===== src/rtl/ata_stat_pkg.sv =====
package ata_stat_pkg;
  localparam int DATA_W  = 8;
  localparam int ST_BUSY = 7;
  localparam int ST_RDY  = 6;
  localparam int ST_DWF  = 5;
  localparam int ST_DSC  = 4;
  localparam int ST_DRQ  = 3;
  localparam int ST_CORR = 2;
  localparam int ST_RSV  = 1;
  localparam int ST_ERR  = 0;
  localparam int DC_SRST = 2;
  localparam int DC_MASK = 1;
  localparam logic [DATA_W-1:0] STATUS_RST = 8'h80;

  typedef struct packed {
    logic busy;
    logic ready;
    logic fault;
    logic seek_done;
    logic drq;
    logic corr;
    logic err;
  } dev_evt_t;
endpackage


===== src/rtl/ata_stat_reg.sv =====
module ata_stat_reg
  import ata_stat_pkg::*;
(
  input  logic              clk,
  input  logic              rst,
  input  logic              srst,
  input  dev_evt_t          evt,
  output logic [DATA_W-1:0] stat_q
);
  logic hold_q, hold_d;
  logic [DATA_W-1:0] stat_d;

  // busy-hold: set by software reset, released by the first ready
  always_comb begin
    hold_d = srst | (hold_q & ~evt.ready);
    stat_d = '0;
    stat_d[ST_BUSY] = evt.busy | hold_d;
    stat_d[ST_RDY]  = evt.ready & ~hold_d;
    stat_d[ST_DWF]  = evt.fault;
    stat_d[ST_DSC]  = evt.seek_done;
    stat_d[ST_DRQ]  = evt.drq & ~hold_d;
    stat_d[ST_CORR] = evt.corr;
    stat_d[ST_ERR]  = evt.err & ~hold_d;
  end

  always_ff @(posedge clk) begin
    if (rst) begin
      hold_q <= 1'b1;
      stat_q <= STATUS_RST;
    end else begin
      hold_q <= hold_d;
      stat_q <= stat_d;
    end
  end
endmodule


===== src/rtl/ata_devctl_reg.sv =====
module ata_devctl_reg
  import ata_stat_pkg::*;
(
  input  logic              clk,
  input  logic              rst,
  input  logic              wr_en,
  input  logic [DATA_W-1:0] wdata,
  output logic              srst_q,
  output logic              mask_q,
  output logic              mask_d
);
  logic unused_wbits;
  assign unused_wbits = ^{wdata[DATA_W-1:DC_SRST+1], wdata[0]};

  assign mask_d = wr_en ? wdata[DC_MASK] : mask_q;

  always_ff @(posedge clk) begin
    if (rst) begin
      srst_q <= 1'b0;
      mask_q <= 1'b0;
    end else if (wr_en) begin
      srst_q <= wdata[DC_SRST];
      mask_q <= wdata[DC_MASK];
    end
  end
endmodule


===== src/rtl/ata_irq_ctl.sv =====
module ata_irq_ctl (
  input  logic clk,
  input  logic rst,
  input  logic raise,
  input  logic ack,
  input  logic srst,
  input  logic mask_d,
  output logic irq_q
);
  logic pend_q, pend_d;

  // software reset discards; a new raise beats a same-cycle acknowledge
  always_comb begin
    if (srst)       pend_d = 1'b0;
    else if (raise) pend_d = 1'b1;
    else if (ack)   pend_d = 1'b0;
    else            pend_d = pend_q;
  end

  always_ff @(posedge clk) begin
    if (rst) begin
      pend_q <= 1'b0;
      irq_q  <= 1'b0;
    end else begin
      pend_q <= pend_d;
      irq_q  <= pend_d & ~mask_d;
    end
  end
endmodule


===== src/rtl/ata_status_ctl.sv =====
module ata_status_ctl
  import ata_stat_pkg::*;
#(
  parameter int ADDR_W = 3,
  parameter logic [ADDR_W-1:0] STATUS_ADDR = 3'd7,
  parameter logic [ADDR_W-1:0] ALT_ADDR    = 3'd6
) (
  input  logic              clk,
  input  logic              rst,
  input  logic              host_cs,
  input  logic [ADDR_W-1:0] host_addr,
  input  logic              host_rd,
  input  logic              host_wr,
  input  logic [DATA_W-1:0] host_wdata,
  output logic [DATA_W-1:0] host_rdata,
  output logic              host_irq,
  input  logic              dev_busy,
  input  logic              dev_ready,
  input  logic              dev_fault,
  input  logic              dev_seek_done,
  input  logic              dev_drq,
  input  logic              dev_corr,
  input  logic              dev_err,
  input  logic              dev_irq_raise,
  output logic              dev_srst
);
  logic st_rd, alt_rd, dc_wr;
  logic mask_q, mask_d;
  logic [DATA_W-1:0] stat_q;
  dev_evt_t evt;

  assign st_rd  = host_cs & host_rd & (host_addr == STATUS_ADDR);
  assign alt_rd = host_cs & host_rd & (host_addr == ALT_ADDR);
  assign dc_wr  = host_cs & host_wr & (host_addr == ALT_ADDR);

  assign evt = '{busy: dev_busy, ready: dev_ready, fault: dev_fault,
                 seek_done: dev_seek_done, drq: dev_drq, corr: dev_corr,
                 err: dev_err};

  ata_devctl_reg u_dc (
    .clk(clk), .rst(rst), .wr_en(dc_wr), .wdata(host_wdata),
    .srst_q(dev_srst), .mask_q(mask_q), .mask_d(mask_d)
  );

  ata_stat_reg u_st (
    .clk(clk), .rst(rst), .srst(dev_srst), .evt(evt), .stat_q(stat_q)
  );

  ata_irq_ctl u_irq (
    .clk(clk), .rst(rst), .raise(dev_irq_raise), .ack(st_rd),
    .srst(dev_srst), .mask_d(mask_d), .irq_q(host_irq)
  );

  logic unused_mask;
  assign unused_mask = mask_q;

  always_ff @(posedge clk) begin
    if (rst) host_rdata <= '0;
    else     host_rdata <= (st_rd | alt_rd) ? stat_q : '0;
  end
endmodule


===== config.mk =====
export PLATFORM = sky130hd
export DESIGN_NAME = ata_status_ctl
export DESIGN_NICKNAME = d
export VERILOG_FILES = /design/src/rtl/ata_stat_pkg.sv /design/src/rtl/ata_stat_reg.sv /design/src/rtl/ata_devctl_reg.sv /design/src/rtl/ata_irq_ctl.sv /design/src/rtl/ata_status_ctl.sv
export SDC_FILE = /design/constraint.sdc
export NUM_CORES = 1
export LEC_CHECK = 0
export CAP_MARGIN = 20
export CORE_MARGIN = 4
export CORE_UTILIZATION = 35
export CTS_CLUSTER_SIZE = 20
export DETAILED_ROUTE_END_ITERATION = 7
export PLACE_DENSITY = 0.85
export SLEW_MARGIN = 25
export SYNTH_ARGS = -nofsm -noshare
export SYNTH_HDL_FRONTEND = slang
export SYNTH_SLANG_ARGS = --single-unit
export TNS_END_PERCENT = 50

===== constraint.sdc =====
create_clock -name clk -period 1.3 [get_ports clk]
set_clock_uncertainty 0.2 [all_clocks]
set_input_delay 0.39 -clock clk [delete_from_list [all_inputs] [get_ports clk]]
set_output_delay 0.39 -clock clk [all_outputs]
set_load 0.1 [all_outputs]

==> impl_metrics.tcl, run 1 <==
set metrics [dict create \
    leakage_uw 0.000457 \
    tritoncts "yes" \
    ys_ff_latch 19 \
    timing.critical_path.fanout_max 1 \
    setup_total_negative_slack_ns -1.00 \
    route.antenna.remaining_nets 0 \
    cts_root_buffer "clkbuf_4" \
    postPlaceCellArea_um2 1000 \
    result_of_the_run "complete, but fails checks" \
    antenna_cells 0 \
    yosysSeqAreaShare_pct 64.8 \
    worstPathArrival_ns 0.84 \
    wl_um 1200 \
    worstSkewPairLatency_ns 0.29 \
    drc 0 \
    crit_path_top_delay_cell "dfxtp_2" \
    holdCritPathClass "reg2reg" \
    count_of_buffering_cells_on_the_critical_path_with_inverters_included 1 \
    max_cap_violations 0 \
    synth_nets 77 \
    final_nets 115 \
    numClockSinks 19 \
    cts-buffers-inserted 3 \
    start_util_pct 38.1 \
    grt_overflow 0 \
    finalCritPeriodShare_pct 110 \
    ys_types 18 \
    die_y_um 48.9 \
    clock_path_buffers 2 \
    min_period_ns 1.43 \
    dominantRegCellSynth "dfxtp_1" \
    grt_setup_unrepaired "true" \
    final_core_util_pct 68.5 \
    crit_family "flip-flops" \
    first_global_vias 428 \
    synthesized_instance_count 53 \
    cp-end-kind "primary output" \
    antenna_found_initial 0 \
    ys_top_cells_by_count "19 x dfxtp_1, 9 x and2_1, 3 x nor2b_1" \
    ir_worst_vdd_uv 502 \
    slew_viol_final 0 \
    first_iter_violations 2 \
    core_region_area_mm2 0.00154 \
    grt_first_pass_wirelength_um 1810 \
    largest_net_degree_at_the_start_of_global_routing 12 \
    drive_gt1_share_pct 37.8 \
    synth_area_um2 587 \
    core.rowCount 14 \
    stdcell_area_mm2 0.00106 \
    pwrdens_mw_per_mm2 1010 \
    data_required_time_of_the_critical_path_ns 0.71 \
    synthMostInstantiatedCell "dfxtp_1" \
    finalSetupViolCount 9 \
    dp_hpwl_um 944 \
    gp_congestion 0.762 \
    fillCellCount 109 \
    avgViaCountPerCell 4.61 \
    port_buffers 26 \
    die-area_mm2 0.00240 \
    floorplan.die.width_um 48.9 \
    yosys.area.top_type_share_pct 64.8 \
    cts_hold_buf 0 \
    worstSetupStartpointType "flip-flop" \
    critical_path.cell_chain "buf_12" \
    number_of_enable_type_register_cells_in_the_synthesized_netlist 0 \
    drt-wirelength-per-cell_um 11.3 \
    groute.usage.overall_pct 10.2 \
    path_class "reg2out" \
    clk_pin_slew_ns 0.11 \
    cts.htree.levels 1 \
    synthToLayoutAreaGrowth_pct 80.0 \
    vias 489 \
    synth_top_cell_by_area "dfxtp_1" \
    synthesis.yosys.warnings 0 \
    violated_checks "setup timing" \
    drt-pass1-iter-count 3 \
    pin_count 34 \
    peak_per_stage_delay_on_the_critical_path_ns 0.37 \
    syn_area_per_cell_um2 11.1 \
    synth_async_sr_flop_share_pct 0 \
    pre_cts_ws_ns -0.459 \
    timing.fmax_ghz 0.701 \
    final-hold-violation-count 0 \
    post-route-worst-setup-slack_ns -0.126 \
    ys_top_cells_by_area "dfxtp_1 65%, and2_1 9.6%, nor2b_1 3.2%" \
]
[where the power goes]
part / internal [uW] / switching, uW / total, uW / leakage [uW]
combinational: 80.8 / 77.0 / 158 / 0.000279
clock: 114 / 181 / 296 / 0.0000177
sequential: 602 / 9.19 / 611 / 0.000160
total: 797 / 268 / 1060 / 0.000457
[flip-flops by register name, indices dropped and copies added (netlist names)]
name,flops
u_dc.mask_q,1
host_rdata,7
u_irq.irq_q,1
u_dc.srst_q,1
u_st.stat_q,7
u_st.hold_q,1
u_irq.pend_q,1
[area by class of cell]
cell class / instances / area, um^2 / share of cell area, %
Tap cell: 16 / 20.0 / 1.90
Inverter: 2 / 7.51 / 0.711
Sequential cell: 19 / 394 / 37.3
Clock inverter: 1 / 5.00 / 0.474
Timing Repair Buffer: 34 / 400 / 37.9
Multi-Input combinational cell: 31 / 206 / 19.5
Clock buffer: 3 / 22.5 / 2.13
[per-stage QoR]
stage               hold slack, ns  power (uW)  std cells
global route                 0.253        1110        106
global placement             0.209         781        100
finish                       0.241        1060        106
floorplan                    0.206         691         53
detailed placement           0.214         784        100
CTS                          0.243        1070        106
[placed cells by master, fill, tap and decap left out, drive strengths merged]
cell / netlist / final
conb: 1 / 1
inv: 2 / 2
and4b: 1 / 1
nor3: 1 / 1
and2: 9 / 9
clkbuf: 0 / 3
nand2: 2 / 2
o221a: 1 / 1
nand3: 2 / 2
nand2b: 2 / 2
clkdlybuf4s50: 0 / 9
dfxtp: 19 / 19
buf: 1 / 17
nor2: 2 / 2
and3: 1 / 1
a21oi: 2 / 2
o31ai: 2 / 2
a21boi: 1 / 1
nor2b: 3 / 3
clkinv: 0 / 1
dlygate4sd2: 0 / 8
nand4: 1 / 1
[final timing paths]
| check | from | endpoint | depth (start not counted) | slack, ns |
|---|---|---|---|---|
| max | u_irq.irq_q$_SDFF_PP0_ | host_irq | 1 | -0.13 |
| min | u_st.stat_q[0]$_SDFF_PP0_ | host_rdata[0]$_SDFF_PP0_ | 1 | 0.24 |
| max reg2reg | u_dc.srst_q$_SDFFE_PP0P_ | u_irq.irq_q$_SDFF_PP0_ | 4 | 0.09 |
| min reg2reg | u_st.stat_q[0]$_SDFF_PP0_ | host_rdata[0]$_SDFF_PP0_ | 1 | 0.24 |
[layer usage]
metal | vias up | wire, um | track usage, % | part of all wire (%)
met4 | 0 | 5 | 6.73 | 0.42
met3 | 2 | 74 | 3.67 | 6.2
li1 | 246 | - | - | -
met5 | - | 0 | 0 | 0
met1 | 225 | 508 | 9.77 | 42
met2 | 16 | 611 | 17.8 | 51
[repair_timing]
action | CTS | global route
cloned | 0 | 0
resized for setup | 17 | 1
endpoints found under the setup margin | 22 | 11
pin swaps | 5 | 0
setup buffers | 2 | 0
[logic make-up after synthesis]
| logic type | share of synthesized area [%] |
|---|---|
| AO/OA/AOI/OAI | 8.10 |
| flip-flops | 64.8 |
| other | 0.639 |
| AND/OR/NAND/NOR | 23.9 |
| buffers and inverters | 2.56 |
[worst register-to-register path, delay by kind of cell (launching register included)]
family / cells / cell delay [ns]
compound gates: 1 / 0.19
buf+inv: 1 / 0.14
simple gates: 2 / 0.27
flops: 1 / 0.37
No activity file was read; power rests on OpenSTA's default activity.
==> inputs of run 2 (changes only) <==
CORE_ASPECT_RATIO = 0.9   (was unset)
SLEW_MARGIN = unset   (was 25)
==> run 2 against run 1 <==
Power down 1.3%. Sequential share of layout area unchanged. Register-to-register slack about the same. The flow still finishes with violations (setup timing). Via count down 1.4%. Core utilization up 1.3 points. Largest power group unchanged. Wire length up 4.3%. Maximum frequency up 0.49%. Clock power down 5%. Critical path type unchanged. Final cell count up 3.8%. Final area unchanged.
==> impl_metrics.tcl, run 2 (same netlist as run 1, synthesis figures left out) <==
set metrics [dict create \
    port_buffers 26 \
    final_nets 113 \
    start_util_pct 38.8 \
    avgViaCountPerCell 4.38 \
    finalSetupViolCount 9 \
    first_global_vias 486 \
    ir_worst_vdd_uv 478 \
    holdCritPathClass "reg2reg" \
    drive_gt1_share_pct 36.4 \
    dp_hpwl_um 1020 \
    clock_path_buffers 2 \
    grt_first_pass_wirelength_um 2040 \
    timing.hold.worst_path_depth 1 \
    path_depth 1 \
    whs_endpoint "host_rdata[2]$_SDFF_PP0_" \
    crit_family "flip-flops" \
    first_iter_violations 2 \
    pwrdens_mw_per_mm2 995 \
    clk_pin_slew_ns 0.10 \
    worstSkewPairLatency_ns 0.29 \
    count_of_buffering_cells_on_the_critical_path_with_inverters_included 1 \
    worst_r2r_endpoint "u_irq.irq_q$_SDFF_PP0_" \
    fillCellCount 122 \
    numClockSinks 19 \
    post-route-worst-setup-slack_ns -0.119 \
    power.share.clock_pct 26.8 \
    vias 482 \
    timing.critical_path.fanout_max 2 \
    final-hold-violation-count 0 \
    reg_top3 "host_rdata (7), u_st.stat_q (7)" \
    die-area_mm2 0.00240 \
    drt-wirelength-per-cell_um 11.4 \
    die_y_um 46.8 \
    peak_per_stage_delay_on_the_critical_path_ns 0.37 \
    route.antenna.remaining_nets 0 \
    grt_overflow 0 \
    switchingPower_uw 249 \
    sequential_area_um2 394 \
    result_of_the_run "complete, but fails checks" \
    worstPathArrival_ns 0.83 \
    most-common-layout-cells "10 x dfxtp_1, 9 x and2_1, 9 x clkdlybuf4s50_1, 9 x buf_12, 8 x dfxtp_2" \
    r2r_start "u_dc.srst_q$_SDFFE_PP0P_" \
    tritoncts "yes" \
    mostFrequentLayoutCell "dfxtp_1" \
    violated_checks "setup timing" \
    wl_um 1250 \
    cts.htree.levels 1 \
    groute.usage.overall_pct 12.2 \
    instances_no_fill 110 \
    power_switching_share_pct 23.7 \
    pin_count 34 \
    dpl.cell_count 105 \
    min_period_ns 1.42 \
    r2r_setup_slack_ns 0.08 \
    internal_power_uw 801 \
    path_class "reg2out" \
    drt-pass1-iter-count 2 \
    core.rowCount 13 \
    antenna_cells 0 \
    p_comb_share_pct 15.2 \
    drc 0 \
    postPlaceCellArea_um2 1000 \
    timing.fmax_ghz 0.705 \
    largest_net_degree_at_the_start_of_global_routing 11 \
    rr_worst_depth 4 \
    stdcell_area_mm2 0.00106 \
    final_core_util_pct 69.8 \
    slew_viol_final 0 \
    worstSetupStartpointType "flip-flop" \
    finalCritPeriodShare_pct 109 \
    data_required_time_of_the_critical_path_ns 0.71 \
    leakage_uw 0.000448 \
    power.sequential.fraction_pct 58.0 \
    cts_root_buffer "clkbuf_4" \
    area_taken_by_multi_input_logic_gates_um2 214 \
    gp_congestion 0.743 \
    cp-end-kind "primary output" \
    grt_setup_unrepaired "true" \
    min_delay_startpoint "u_st.stat_q[2]$_SDFF_PP0_" \
    antenna_found_initial 0 \
    core_region_area_mm2 0.00151 \
    floorplan.die.width_um 51.2 \
    cts-buffers-inserted 3 \
    max_cap_violations 0 \
    setup_total_negative_slack_ns -0.889 \
    crit_path_top_delay_cell "dfxtp_4" \
    synthToLayoutAreaGrowth_pct 80.0 \
    critical_path.cell_chain "buf_12" \
]
## run 2: cell types whose count changed in the layout (fill, tap and decap cells not counted), sizes merged
cell           change
dlygate4sd2        -1
clkinv             -1
buf                -2
clkdlybuf4s15      +1
clkbuf             +1
## run 2: what timing repair did
action,in CTS,in global routing
buffers inserted,1,0
pin swaps,6,0
gates cloned,0,0
setup endpoints to repair,23,13
hold endpoints to repair,0,0
gates resized for setup,17,3
hold buffers,0,0
## run 2: final cells by class
class                   count  area share (%)
flip-flops and latches     19            37.3
repair buffers             32            36.6
inverters                   2           0.711
multi-input cells          31            20.3
well taps                  22            2.61
clock buffers               4            2.49
## run 2: per-layer routing
layer	track usage [%]	routed length, um
met1	11.8	482
met2	22.6	641
met3	4.13	114
met4	8.06	13
met5	0	0
## run 2: stage by stage
stage	hold WS (ns)	setup WS, ns	power [uW]
6_report	0.235	-0.119	1050
3_5_place_dp	0.213	-0.459	783
5_1_grt	0.261	-0.154	1100
3_3_place_gp	0.209	-0.411	779
4_1_cts	0.238	-0.131	1050
2_1_floorplan	0.206	-0.199	691
## run 2: how the worst max path moves through the flow
stage	slack [ns]	end	start
after floorplan	-0.20	host_rdata[0]	host_rdata[0]$_SDFF_PP0_
after detailed placement	-0.46	u_irq.irq_q$_SDFF_PP0_	host_addr[2]
after global placement	-0.41	u_irq.irq_q$_SDFF_PP0_	host_addr[2]
final	-0.12	dev_srst	u_dc.srst_q$_SDFFE_PP0P_
after global routing	-0.15	dev_srst	u_dc.srst_q$_SDFFE_PP0P_
after CTS	-0.13	dev_srst	u_dc.srst_q$_SDFFE_PP0P_
## run 2: power by group through the flow
stage	logic [uW]	clock network (uW)	registers, uW
6_report	159	282	610
3_3_place_gp	157	0	622
5_1_grt	168	325	612
4_1_cts	156	289	610
2_1_floorplan	39.5	0	651
3_5_place_dp	160	0	623
## run 2: worst register-to-register path, stage by stage, from the launching register on
cell and delay (ns):
dfxtp_4 0.36, buf_4 0.15, nor2_2 0.10, o221a_2 0.19, and3_1 0.15
